## src/rtl/sio_pkg.sv

```systemverilog
package sio_pkg;
  localparam int CB_RUN  = 0;
  localparam int CB_TXEN = 1;
  localparam int CB_EXT  = 2;
  localparam int CB_FLT  = 3;
  localparam int CB_IRQ  = 4;
  localparam int CW_BITS = 5;

  // rising-edge step of the bit counter, wrapping after 'bits' edges
  function automatic int unsigned bit_step(input int unsigned cur, input int unsigned bits);
    return (cur == bits - 1) ? 0 : cur + 1;
  endfunction

  // a tx-enable set is refused in external mode while the clock is low
  function automatic logic txen_refused(input logic ext_new, input logic txen_new,
                                        input logic txen_old, input logic sck_high);
    return ext_new & txen_new & ~txen_old & ~sck_high;
  endfunction
endpackage

```

## src/rtl/sio_clkgen.sv

```systemverilog
module sio_clkgen #(
  parameter int DIV_HALF = 4
) (
  input  logic clk,
  input  logic rst_n,
  input  logic en,
  output logic sck,
  output logic rise,
  output logic fall
);
  localparam int DW = $clog2(DIV_HALF + 1);
  logic [DW-1:0] cnt;
  logic          tick;

  assign tick = en && (cnt == DW'(DIV_HALF - 1));
  assign rise = tick & ~sck;
  assign fall = tick & sck;

  always_ff @(posedge clk or negedge rst_n) begin
    if (!rst_n) begin
      cnt <= '0;
      sck <= 1'b1;
    end else if (!en) begin
      cnt <= '0;
      sck <= 1'b1;
    end else if (tick) begin
      cnt <= '0;
      sck <= ~sck;
    end else begin
      cnt <= cnt + DW'(1);
    end
  end
endmodule

```

## src/rtl/sio_sync_edge.sv

```systemverilog
module sio_sync_edge #(
  parameter int STAGES = 2
) (
  input  logic clk,
  input  logic rst_n,
  input  logic pin,
  output logic level,
  output logic rise,
  output logic fall
);
  logic [STAGES-1:0] chain;
  logic              prev;

  assign level = chain[STAGES-1];
  assign rise  = level & ~prev;
  assign fall  = ~level & prev;

  always_ff @(posedge clk or negedge rst_n) begin
    if (!rst_n) begin
      chain <= '1;
      prev  <= 1'b1;
    end else begin
      chain <= {chain[STAGES-2:0], pin};
      prev  <= level;
    end
  end
endmodule

```

## src/rtl/sio_shifter.sv

```systemverilog
module sio_shifter #(
  parameter int BITS = 8
) (
  input  logic            clk,
  input  logic            rst_n,
  input  logic            load,
  input  logic [BITS-1:0] load_val,
  input  logic            rise,
  input  logic            fall,
  input  logic            clr_cnt,
  input  logic            sdi,
  output logic [BITS-1:0] data,
  output logic            sdo_bit,
  output logic            wrap
);
  import sio_pkg::*;
  localparam int CW = $clog2(BITS);
  logic [CW-1:0] cnt;

  assign wrap = rise && (cnt == CW'(BITS - 1));

  always_ff @(posedge clk or negedge rst_n) begin
    if (!rst_n) begin
      data    <= '0;
      sdo_bit <= 1'b1;
      cnt     <= '0;
    end else if (load) begin
      data    <= load_val;
      sdo_bit <= load_val[0];
      cnt     <= '0;
    end else begin
      if (rise) begin
        data <= {sdi, data[BITS-1:1]};
        cnt  <= CW'(bit_step(int'(cnt), BITS));
      end
      if (fall) sdo_bit <= data[0];
      if (clr_cnt) cnt <= '0;
    end
  end
endmodule

```

## src/rtl/sio_port.sv

```systemverilog
module sio_port #(
  parameter int BITS        = 8,
  parameter int DIV_HALF    = 4,
  parameter int SYNC_STAGES = 2
) (
  input  logic            clk,
  input  logic            rst_n,
  input  logic            wr_data,
  input  logic [BITS-1:0] data_wdata,
  input  logic            wr_ctrl,
  input  logic [4:0]      ctrl_wdata,
  output logic [BITS-1:0] data_q,
  output logic [4:0]      ctrl_q,
  output logic            irq,
  input  logic            sck_in,
  output logic            sck_out,
  output logic            sck_oe,
  input  logic            sdi,
  output logic            sdo,
  output logic            sdo_oe
);
  import sio_pkg::*;

  logic run_q, txen_q, ext_q, flt_q, busy_q, float_q;
  logic sck_hi, e_rise, e_fall;
  logic c_sck, c_rise, c_fall;
  logic rise_evt, fall_evt, wrap_evt;
  logic data_wr_ok, start, done_int, txen_block;

  sio_sync_edge #(.STAGES(SYNC_STAGES)) u_sync (
    .clk(clk), .rst_n(rst_n), .pin(sck_in),
    .level(sck_hi), .rise(e_rise), .fall(e_fall)
  );

  sio_clkgen #(.DIV_HALF(DIV_HALF)) u_clk (
    .clk(clk), .rst_n(rst_n), .en(busy_q),
    .sck(c_sck), .rise(c_rise), .fall(c_fall)
  );

  assign rise_evt   = run_q & (ext_q ? e_rise : c_rise);
  assign fall_evt   = run_q & (ext_q ? e_fall : c_fall);
  assign data_wr_ok = wr_data & (ext_q ? sck_hi : ~busy_q);
  assign start      = data_wr_ok & ~ext_q & txen_q & run_q;
  assign done_int   = wrap_evt & ~ext_q;
  assign txen_block = txen_refused(ctrl_wdata[CB_EXT], ctrl_wdata[CB_TXEN], txen_q, sck_hi);

  sio_shifter #(.BITS(BITS)) u_shift (
    .clk(clk), .rst_n(rst_n),
    .load(data_wr_ok), .load_val(data_wdata),
    .rise(rise_evt), .fall(fall_evt), .clr_cnt(~run_q),
    .sdi(sdi), .data(data_q), .sdo_bit(sdo), .wrap(wrap_evt)
  );

  always_ff @(posedge clk or negedge rst_n) begin
    if (!rst_n) begin
      run_q  <= 1'b0;
      txen_q <= 1'b0;
      ext_q  <= 1'b0;
      flt_q  <= 1'b0;
    end else if (wr_ctrl) begin
      run_q  <= ctrl_wdata[CB_RUN];
      ext_q  <= ctrl_wdata[CB_EXT];
      flt_q  <= ctrl_wdata[CB_FLT];
      txen_q <= txen_block ? txen_q : ctrl_wdata[CB_TXEN];
    end
  end

  always_ff @(posedge clk or negedge rst_n) begin
    if (!rst_n)                  irq <= 1'b0;
    else if (wrap_evt)           irq <= 1'b1;
    else if (wr_ctrl && !ctrl_wdata[CB_IRQ]) irq <= 1'b0;
  end

  always_ff @(posedge clk or negedge rst_n) begin
    if (!rst_n)                busy_q <= 1'b0;
    else if (!run_q || ext_q)  busy_q <= 1'b0;
    else if (start)            busy_q <= 1'b1;
    else if (wrap_evt)         busy_q <= 1'b0;
  end

  // float state: set on internal completion or by a float request that
  // meets its clock condition; cleared by an accepted data write or request=0
  always_ff @(posedge clk or negedge rst_n) begin
    if (!rst_n)                                    float_q <= 1'b0;
    else if (done_int)                             float_q <= 1'b1;
    else if (data_wr_ok)                           float_q <= 1'b0;
    else if (wr_ctrl && !ctrl_wdata[CB_FLT])       float_q <= 1'b0;
    else if (flt_q && run_q && (!ext_q || sck_hi)) float_q <= 1'b1;
  end

  assign sdo_oe  = run_q & (busy_q | ~float_q);
  assign sck_out = ext_q ? 1'b1 : c_sck;
  assign sck_oe  = run_q & ~ext_q;
  assign ctrl_q  = {irq, flt_q, ext_q, txen_q, run_q};
endmodule

```

## config.mk

```make
export PLATFORM = sky130hd
export DESIGN_NAME = sio_port
export DESIGN_NICKNAME = d
export VERILOG_FILES = /design/src/rtl/sio_pkg.sv /design/src/rtl/sio_clkgen.sv /design/src/rtl/sio_sync_edge.sv /design/src/rtl/sio_shifter.sv /design/src/rtl/sio_port.sv
export SDC_FILE = /design/constraint.sdc
export NUM_CORES = 1
export LEC_CHECK = 0
export ABC_AREA = 0
export BUFFER_PORTS_ARGS = -buffer_cell sky130_fd_sc_hd__buf_2
export CAP_MARGIN = 20
export CORE_UTILIZATION = 35
export DETAILED_ROUTE_END_ITERATION = 10
export GPL_TIMING_DRIVEN = 0
export PLACE_DENSITY = 0.68
export SLEW_MARGIN = 5
export SYNTH_ARGS = -nofsm -noshare
export SYNTH_HDL_FRONTEND = slang
export SYNTH_SLANG_ARGS = --single-unit
```

## constraint.sdc

```tcl
create_clock -name clk -period 1.97 [get_ports clk]
set_input_delay 0.197 -clock clk [delete_from_list [all_inputs] [get_ports clk]]
set_output_delay 0.197 -clock clk [all_outputs]
set_load 0.05 [all_outputs]
```

==> results of run 1 <==
[metrics by stage]
stage | hold WS [ns] | instance area [um2]
5_1_grt | 0.0669 | 1540
6_report | 0.0728 | 1540
3_5_place_dp | 0.227 | 1480
4_1_cts | 0.0733 | 1540
2_1_floorplan | -0.0986 | 1240
3_3_place_gp | 0.220 | 1480
[worst paths after layout]
| kind | from | end | cells after the start |
|---|---|---|---|
| min in group asynchronous | rst_n | u_shift.data[4]$_DFFE_PN0P_ | 2 |
| worst max register to register | ext_q$_DFFE_PN0P_ | u_shift.data[6]$_DFFE_PN0P_ | 6 |
| worst min register to register | u_sync.chain[0]$_DFF_PN1_ | u_sync.chain[1]$_DFF_PN1_ | 0 |
| max in group asynchronous | rst_n | u_clk.sck$_DFFE_PN1P_ | 2 |
| worst min-delay path | ctrl_wdata[0] | run_q$_DFFE_PN0P_ | 3 |
| worst max-delay path | ext_q$_DFFE_PN0P_ | u_shift.data[6]$_DFFE_PN0P_ | 6 |
[worst max-delay path, cell delays in order, from the launching register on]
cell                      delay [ns]
sky130_fd_sc_hd__dfrtp_1        0.41
sky130_fd_sc_hd__buf_6          0.14
sky130_fd_sc_hd__or2_4          0.26
sky130_fd_sc_hd__o31a_1         0.29
sky130_fd_sc_hd__buf_6          0.14
sky130_fd_sc_hd__and3_1         0.18
sky130_fd_sc_hd__a221o_1        0.26
[cells in the mapped netlist, types with 2 or more instances]
master / instances / area [um2]
sky130_fd_sc_hd__a21oi_1: 7 / 35.0
sky130_fd_sc_hd__a221o_1: 4 / 40.0
sky130_fd_sc_hd__a31oi_1: 2 / 12.5
sky130_fd_sc_hd__and3_1: 7 / 43.8
sky130_fd_sc_hd__buf_4: 5 / 37.5
sky130_fd_sc_hd__buf_6: 2 / 22.5
sky130_fd_sc_hd__clkbuf_1: 2 / 7.51
sky130_fd_sc_hd__dfrtp_1: 21 / 526
sky130_fd_sc_hd__dfstp_2: 5 / 131
sky130_fd_sc_hd__ha_1: 3 / 37.5
sky130_fd_sc_hd__inv_1: 5 / 18.8
sky130_fd_sc_hd__mux2_2: 2 / 22.5
sky130_fd_sc_hd__mux2i_1: 7 / 70.1
sky130_fd_sc_hd__nand2_1: 8 / 30.0
sky130_fd_sc_hd__nand2b_1: 2 / 12.5
sky130_fd_sc_hd__nand3_1: 2 / 10.0
sky130_fd_sc_hd__nand4b_1: 2 / 17.5
sky130_fd_sc_hd__nor2_1: 9 / 33.8
sky130_fd_sc_hd__o21ai_0: 2 / 10.0
[logic make-up after synthesis]
family | count (synthesis)
simple gates | 36
flops | 26
compound gates | 22
buf+inv | 15
mux | 9
fa+ha+maj | 3
xor+xnor | 1
[power breakdown]
group | total [W] | internal, W | switching [W]
Sequential | 0.000621 | 0.000585 | 0.0000356
Clock | 0.000268 | 0.000113 | 0.000155
Combinational | 0.000364 | 0.000114 | 0.000250
Total | 0.00125 | 0.000813 | 0.000441
[timing repair]
action,4_1_cts,5_1_grt
hold buffers,2,0
buffers inserted,0,0
hold endpoints to repair,22,0
[flip-flops by register name, indices dropped and copies added (netlist names)]
name / count
u_sync.prev: 1
ext_q: 1
txen_q: 1
irq: 1
u_clk.sck: 1
u_clk.cnt: 3
run_q: 1
busy_q: 1
float_q: 1
flt_q: 1
u_shift.sdo_bit: 1
u_shift.cnt: 3
u_sync.chain: 2
u_shift.data: 8
[final cells by class]
type,count,area share [%]
Buffer,10,4.72
Multi-Input combinational cell,71,32.2
Tap cell,46,3.75
Clock buffer,4,2.36
Timing Repair Buffer,38,13.0
Sequential cell,26,42.8
Inverter,5,1.22
[routing by layer]
metal	GRT usage, %	up-vias
li1	-	476
met2	25.7	27
met1	19.8	483
met3	2.52	5
met5	0	-
met4	4.76	0
==> metrics.md, run 1 <==
| Metric | Value |
|---|---|
| Outcome | `finished, final reports clean` |
| Count of endpoints failing setup in the final report | `0` |
| Post-route non-filler standard cell count | `200` |
| Relative slew slack | `62.1%` |
| PwrDens | `816 mW/mm2` |
| I/O pin count | `37` |
| Least-Margin Pin Slew | `0.569 ns` |
| Number of filler instances in the final layout | `361` |
| Synth Cell Area | `0.00124 mm2` |
| Die X-Extent | `61.6 um` |
| Area of the die | `0.00379 mm2` |
| Main combinational cell family by area after synthesis | `simple AND/OR/NAND/NOR gates` |
| Die Span Y | `61.6 um` |
| Element type at the critical path end | `register` |
| Highest routed layer | `met4` |
| Number of max-cap violations | `0` |
| Number of port buffers | `36` |
| Number of flip-flops and latches in the synthesized netlist | `26` |
| Crit path time final | `1.79 ns` |
| Arrival time reported for the critical path endpoint | `2.00 ns` |
| Share of cells above drive strength 1 | `37.7%` |
| First-pass GRT wire length | `4200 um` |
| Number of instances resized during post-cts repair | `0` |
| Slack of the worst reg-to-reg path | `0.18 ns` |
| Top library cells by usage in the layout, fill and taps aside | `37 x sky130_fd_sc_hd__buf_2, 21 x sky130_fd_sc_hd__dfrtp_1, 9 x sky130_fd_sc_hd__nor2_1` |
| Max Transition Viols Final | `0` |
| Average detailed-routed wire length per instance | `13.1 um` |
| Period utilization | `90.7%` |
| Wire length on met2 | `1330 um` |
| Number of instances in the synthesized netlist | `112` |
| Maximum count of clock buffers along a single path | `2` |
| Metal3 WL | `102 um` |
| Fraction of the core area covered by cells at the end of the flow | `45.7%` |
| Maximum clock frequency | `560 MHz` |
| Min-Delay Path Class | `in2reg` |
| Growth of design area from synthesis to finish | `23.7%` |
| Top FF cell, synth | `sky130_fd_sc_hd__dfrtp_1` |
| Sum of negative setup slack | `0 ns` |
| Final HPWL from detailed placement | `2040 um` |
| Pin count of the biggest net entering global routing | `27` |
| Final Worst Setup Slack | `0.184 ns` |
| Post-synthesis simple-gate area fraction | `15.5%` |
| Mapped Avg Cell Area | `11.1 um2` |
| Unrepaired setup endpoints after global routing | `no` |
| TritonCTS clock tree | `built` |
| DR pass1 iterations | `4` |
| Detailed-route via count | `991` |
| Adder-Cell Fraction of Synth Area | `3.02%` |
| Warnings, synthesis | `0` |
| Detailed Route WL | `2630 um` |
| Root buffer cell | `sky130_fd_sc_hd__clkbuf_4` |
| Vias per Instance | `4.96` |
| Leakage | `0.787 nW` |
| Remaining global-route overflow | `0` |
| Number of nets in the finished design | `177` |
| Worst Path Max Fanout | `10` |
| Required time of the critical path | `2.19 ns` |
| Final hold violation count | `0` |
| Total routing usage reported by global routing | `15.2%` |
| Seq. cell area | `657 um2` |
| # placed instances | `194` |
| Netlist cell types | `34` |
| Clock sinks | `26` |
| Sort of element at the start of the critical path | `register` |
| Antenna violations before repair | `0` |
| Metal1 wirelength | `1170 um` |
| Placer's final routability congestion estimate | `0.738` |
| FP Rows | `21` |
| Post-synth net total | `134` |
| Multi-input gate area in the final layout | `494 um2` |
| Clock slew at the register clock pins of the worst setup and hold paths | `0.14 ns` |
| Peak ir drop on the vdd network | `0.353 mV` |
| Async set or reset register ratio after synthesis | `100%` |
| Via count of the first global-routing pass | `943` |
| # H-tree levels | `1` |
| Number of design-rule violations left by the first detailed-router iteration | `14` |
| Overall power after layout | `0.00125 W` |
| Antenna diode instance count | `0` |
| Portion of the post-synthesis area used by sequential elements | `52.9%` |
| Portion of netlist area occupied by mux cells | `7.45%` |
| Residual antenna-violating net count after detailed routing | `0` |
| Detailed-route DRC error count | `0` |
| Post-route clock skew | `0.00559 ns` |
| Xor-xnor portion of the synthesized cell area | `0.705%` |
| Most common cell after layout, fill and taps aside | `sky130_fd_sc_hd__buf_2` |
| Compound-cell area share of the yosys netlist | `13.1%` |
| Clock network latency to the later pin of the worst-skew pair | `0.32 ns` |
| EDFF count, synth | `0` |
| Critical Setup Path Class | `reg2reg` |
| Std-Cell Core Area | `0.00336 mm2` |
| Total CTS buffers | `3` |
| Worst setup timing slack at the placement stage | `0.204 ns` |
| Starting utilization of the core area | `36.9%` |
Power figures use the tool's default switching activity.
==> inputs of run 2 (changes only) <==
CORE_UTILIZATION = 50   (was 35)
PLACE_DENSITY = 0.88   (was 0.68)
==> metrics.md, run 2 (synthesis results as in run 1) <==
| Metric | Value |
|---|---|
| I/O pin count | `37` |
| Launch instance of the worst register-to-register path | `ext_q$_DFFE_PN0P_` |
| Starting utilization of the core area | `54.6%` |
| Area of the die | `0.00269 mm2` |
| Min-Delay Path Class | `in2reg` |
| Leakage | `0.787 nW` |
| Flip-flop count of the largest register, all copies and words added | `8` |
| Sum of negative setup slack | `0 ns` |
| Max Transition Viols Final | `0` |
| Required time of the critical path | `2.19 ns` |
| Number of instances resized during post-cts repair | `0` |
| Antenna violations before repair | `0` |
| Worst Path Max Fanout | `10` |
| Relative slew slack | `62.3%` |
| Unrepaired setup endpoints after global routing | `no` |
| Outcome | `finished, final reports clean` |
| Number of buffers and inverters on the critical path | `2` |
| # H-tree levels | `1` |
| Critical-path top delay cell | `sky130_fd_sc_hd__dfrtp_1` |
| Total cell area at the placement stage | `0.00146 mm2` |
| # placed instances | `176` |
| Vias per Instance | `5.39` |
| Total routing usage reported by global routing | `21.7%` |
| Detailed-route DRC error count | `0` |
| Flop pwr share | `49.4%` |
| Maximum clock frequency | `561 MHz` |
| Number of filler instances in the final layout | `158` |
| List of cells traversed by the critical path | `buf_6 > or2_4 > o31a_1 > buf_6 > and3_1 > a221o_1` |
| Multi-input gate area in the final layout | `494 um2` |
| Worst path max stage delay | `0.42 ns` |
| Top library cells by usage in the layout, fill and taps aside | `37 x sky130_fd_sc_hd__buf_2, 21 x sky130_fd_sc_hd__dfrtp_1, 9 x sky130_fd_sc_hd__nor2_1` |
| Period utilization | `90.5%` |
| Die Span Y | `51.9 um` |
| Worst Setup SP | `ext_q$_DFFE_PN0P_` |
| Root buffer cell | `sky130_fd_sc_hd__clkbuf_4` |
| Number of hold buffers added after CTS | `2` |
| P_int | `0.000813 W` |
| Std-Cell Core Area | `0.00228 mm2` |
| Cell area after layout | `0.00151 mm2` |
| Peak ir drop on the vdd network | `0.542 mV` |
| Part of the total power dissipated in combinational logic | `29.2%` |
| Slack of the worst reg-to-reg path | `0.19 ns` |
| Most numerous cell on the critical path | `sky130_fd_sc_hd__buf_6` |
| Worst setup timing slack at the placement stage | `0.214 ns` |
| Arrival time reported for the critical path endpoint | `2.00 ns` |
| Die X-Extent | `51.9 um` |
| Sort of element at the start of the critical path | `register` |
| Clock sinks | `26` |
| Power share of the clock group | `21.4%` |
| Clock slew at the register clock pins of the worst setup and hold paths | `0.14 ns` |
| Share of cells above drive strength 1 | `37.7%` |
| DR pass1 iterations | `4` |
| Via count of the first global-routing pass | `938` |
| Top reg by flops | `u_shift.data` |
| Post-route non-filler standard cell count | `182` |
| Average detailed-routed wire length per instance | `14.3 um` |
| Number of design-rule violations left by the first detailed-router iteration | `17` |
| Clock network latency to the later pin of the worst-skew pair | `0.32 ns` |
| Element type at the critical path end | `register` |
| Cell family with the largest share of critical-path delay | `compound AO/OA/AOI/OAI gates` |
| Post-route clock skew | `0.00422 ns` |
| Final hold violation count | `0` |
| Number of nets in the finished design | `177` |
| PwrDens | `831 mW/mm2` |
| Final HPWL from detailed placement | `1970 um` |
| Final Worst Setup Slack | `0.188 ns` |
| Number of max-cap violations | `0` |
| Post-CTS setup buffer count | `0` |
| Residual antenna-violating net count after detailed routing | `0` |
| Crit path time final | `1.78 ns` |
| Placer's final routability congestion estimate | `0.839` |
| Remaining global-route overflow | `0` |
| Launch point of the worst hold path | `ctrl_wdata[1]` |
| Antenna diode instance count | `0` |
| Most common cell after layout, fill and taps aside | `sky130_fd_sc_hd__buf_2` |
| Fraction of the core area covered by cells at the end of the flow | `66.5%` |
| Switch share | `35.4%` |
| TritonCTS clock tree | `built` |
| Detailed Route WL | `2590 um` |
| Total CTS buffers | `3` |
| Critical Setup Path Class | `reg2reg` |
| Largest registers | `u_shift.data x8, u_clk.cnt x3, u_shift.cnt x3` |
| Pin count of the biggest net entering global routing | `27` |
| Seq. cell area | `657 um2` |
| Least-Margin Pin Slew | `0.565 ns` |
| Maximum count of clock buffers along a single path | `2` |
| Switching power of the nets | `0.000445 W` |
| Count of endpoints failing setup in the final report | `0` |
| Number of port buffers | `36` |
| Detailed-route via count | `981` |
| First-pass GRT wire length | `4140 um` |
| Growth of design area from synthesis to finish | `21.9%` |
| FP Rows | `17` |
==> run 2: cell counts in the layout (fill, tap and decap cells not counted) <==
No cell type changed its count.
==> run 2: per-layer routing <==
metal	wire (um)	vias to the layer above	global-route usage (%)	share of wire [%]
met5	0	-	0	0
met4	56	0	10.8	2.2
met1	1100	477	27.3	42
li1	-	476	-	-
met2	1360	22	35.7	52
met3	82	6	3.80	3.2
==> run 2: worst paths after layout <==
| kind | to | depth (start not counted) |
|---|---|---|
| max | u_shift.data[6]$_DFFE_PN0P_ | 6 |
| min reg2reg | u_sync.chain[1]$_DFF_PN1_ | 0 |
| min in group asynchronous | u_shift.data[6]$_DFFE_PN0P_ | 2 |
| max in group asynchronous | u_sync.chain[1]$_DFF_PN1_ | 2 |
| min | txen_q$_DFFE_PN0P_ | 2 |
| max reg2reg | u_shift.data[6]$_DFFE_PN0P_ | 6 |
==> run 2: power by group through the flow <==
stage | clock network [W] | registers [W] | logic [W]
detailed placement | 0 | 0.000631 | 0.000364
global route | 0.000285 | 0.000629 | 0.000391
finish | 0.000269 | 0.000622 | 0.000367
CTS | 0.000270 | 0.000621 | 0.000369
floorplan | 0 | 0.000734 | 0.000159
global placement | 0 | 0.000628 | 0.000355
==> run 2: area by class of cell <==
cell class	count	share of cell area [%]
flip-flops and latches	26	43.4
inverters	5	1.24
repair buffers	38	13.2
plain buffers	10	4.79
clock buffers	4	2.40
well taps	28	2.31
multi-input cells	71	32.6
==> run 2: per-stage QoR <==
stage	hold WS [ns]	total power [W]
finish	0.0962	0.00126
global route	0.0913	0.00131
CTS	0.0939	0.00126
detailed placement	0.217	0.000995
global placement	0.209	0.000983
floorplan	-0.0986	0.000893
==> inputs of run 3 (changes only) <==
CORE_UTILIZATION = 40   (was 50)
PLACE_DENSITY = 0.74   (was 0.88)
==> metrics.md, run 3 (synthesis results as in run 1) <==
| Metric | Value |
|---|---|
| Final hold violation count | `0` |
| Detailed-route DRC error count | `3` |
| Most common cell after layout, fill and taps aside | `sky130_fd_sc_hd__buf_2` |
| Growth of design area from synthesis to finish | `22.2%` |
| Worst setup timing slack at the placement stage | `0.215 ns` |
| Total cell area at the placement stage | `0.00146 mm2` |
| Worst Path Max Fanout | `10` |
| Final Worst Setup Slack | `0.187 ns` |
| Most numerous cell on the critical path | `sky130_fd_sc_hd__buf_6` |
| Critical-path top delay cell | `sky130_fd_sc_hd__dfrtp_1` |
| Critical Setup Path Class | `reg2reg` |
| PwrDens | `824 mW/mm2` |
| Hold WS | `0.0949 ns` |
| Number of nets in the finished design | `177` |
| Root buffer cell | `sky130_fd_sc_hd__clkbuf_4` |
| Top library cells by usage in the layout, fill and taps aside | `37 x sky130_fd_sc_hd__buf_2, 21 x sky130_fd_sc_hd__dfrtp_1, 9 x sky130_fd_sc_hd__nor2_1` |
| First-pass GRT wire length | `4280 um` |
| Area of the die | `0.00333 mm2` |
| Outcome | `finished, violations left` |
| Period utilization | `90.5%` |
| Number of design-rule violations left by the first detailed-router iteration | `24` |
| Required time of the critical path | `2.18 ns` |
| Highest routed layer | `met4` |
| Antenna violations before repair | `0` |
| Flip-flop count of the largest register, all copies and words added | `8` |
| Clock network latency to the later pin of the worst-skew pair | `0.31 ns` |
| Total routing usage reported by global routing | `16.2%` |
| Count of endpoints failing setup in the final report | `0` |
| Sort of element at the start of the critical path | `register` |
| # placed instances | `179` |
| Remaining global-route overflow | `0` |
| Maximum clock frequency | `561 MHz` |
| Die Span Y | `57.7 um` |
| Number of instances resized during post-cts repair | `0` |
| Largest registers | `u_shift.data x8, u_clk.cnt x3, u_shift.cnt x3` |
| Average detailed-routed wire length per instance | `13.6 um` |
| Leakage | `0.787 nW` |
| Maximum count of clock buffers along a single path | `2` |
| Max Transition Viols Final | `0` |
| Min-Delay Path Class | `in2reg` |
| Violated checks | `DRC` |
| Via count of the first global-routing pass | `972` |
| Top reg by flops | `u_shift.data` |
| Final HPWL from detailed placement | `1900 um` |
| Least-Margin Pin Slew | `0.586 ns` |
| Unrepaired setup endpoints after global routing | `no` |
| DR pass1 iterations | `7` |
| Sum of negative setup slack | `0 ns` |
| Share of cells above drive strength 1 | `37.7%` |
| Post-route non-filler standard cell count | `185` |
| Element type at the critical path end | `register` |
| Cell area after layout | `0.00152 mm2` |
| Number of port buffers | `36` |
| Std-Cell Core Area | `0.00285 mm2` |
| Number of max-cap violations | `0` |
| List of cells traversed by the critical path | `buf_6 > or2_4 > o31a_1 > buf_6 > and3_1 > a221o_1` |
| Metal1 wirelength | `1080 um` |
| Metal3 WL | `74 um` |
| Worst path max stage delay | `0.41 ns` |
| Post-route clock skew | `0.00775 ns` |
| Crit path time final | `1.78 ns` |
| Antenna diode instance count | `0` |
| Total CTS buffers | `3` |
| # H-tree levels | `1` |
| I/O pin count | `37` |
| Relative slew slack | `60.9%` |
| Clock sinks | `26` |
| Clock slew at the register clock pins of the worst setup and hold paths | `0.14 ns` |
| Wire length on met2 | `1350 um` |
| Residual antenna-violating net count after detailed routing | `0` |
| Detailed-route via count | `967` |
| Detailed Route WL | `2520 um` |
| Starting utilization of the core area | `43.6%` |
| Vias per Instance | `5.23` |
| Peak ir drop on the vdd network | `0.318 mV` |
| TritonCTS clock tree | `built` |
| Die X-Extent | `57.7 um` |
| Pin count of the biggest net entering global routing | `27` |
| FP Rows | `19` |
| Placer's final routability congestion estimate | `0.746` |
| Arrival time reported for the critical path endpoint | `2.00 ns` |
[run 3: cell counts in the layout (fill, tap and decap cells not counted)]
Identical to the previous run, type by type.
[run 3: path summary, 6_finish.rpt]
path	start	endpoint	slack, ns	cells past startpoint
hold reg to reg	u_sync.chain[0]$_DFF_PN1_	u_sync.chain[1]$_DFF_PN1_	0.37	0
setup reg to reg	ext_q$_DFFE_PN0P_	u_shift.data[5]$_DFFE_PN0P_	0.19	6
hold / removal	ctrl_wdata[0]	run_q$_DFFE_PN0P_	0.09	3
setup / recovery	ext_q$_DFFE_PN0P_	u_shift.data[5]$_DFFE_PN0P_	0.19	6
min in group asynchronous	rst_n	u_clk.cnt[0]$_DFF_PN0_	0.40	2
max in group asynchronous	rst_n	u_sync.chain[1]$_DFF_PN1_	1.18	2
[run 3: critical path: cells and delay by family, from the launching register on]
family	cells	cell delay (ns)
AO/OA/AOI/OAI	2	0.56
AND/OR/NAND/NOR	2	0.43
flip-flops	1	0.41
buffers and inverters	2	0.28
[run 3: per-layer routing]
metal	vias to the layer above	global-route usage, %
li1	476	-
met1	473	20.2
met2	16	29.6
met3	2	2.23
met4	0	4.42
met5	-	0
[run 3: final cells by class]
class | instances | area (um2)
Buffer | 10 | 72.6
Clock buffer | 4 | 36.3
Fill cell | 260 | 1340
Inverter | 5 | 18.8
Multi-Input combinational cell | 71 | 494
Sequential cell | 26 | 657
Tap cell | 31 | 38.8
Timing Repair Buffer | 38 | 200
[run 3: power by group]
| part | internal (W) | switching (W) |
|---|---|---|
| clock | 0.000113 | 0.000152 |
| sequential | 0.000585 | 0.0000344 |
| combinational | 0.000114 | 0.000252 |
| total | 0.000812 | 0.000439 |
[run 3: through the flow]
step	util, %	power [W]
detailed placement	51.2	0.000994
finish	53.2	0.00125
floorplan	-	0.000893
global placement	51.2	0.000985
global route	53.2	0.00131
CTS	53.2	0.00127
[run 3: timing repair]
action | 4_1_cts | 5_1_grt
buffers inserted | 0 | 0
hold buffers | 2 | 0
endpoints found under the hold margin | 22 | 0
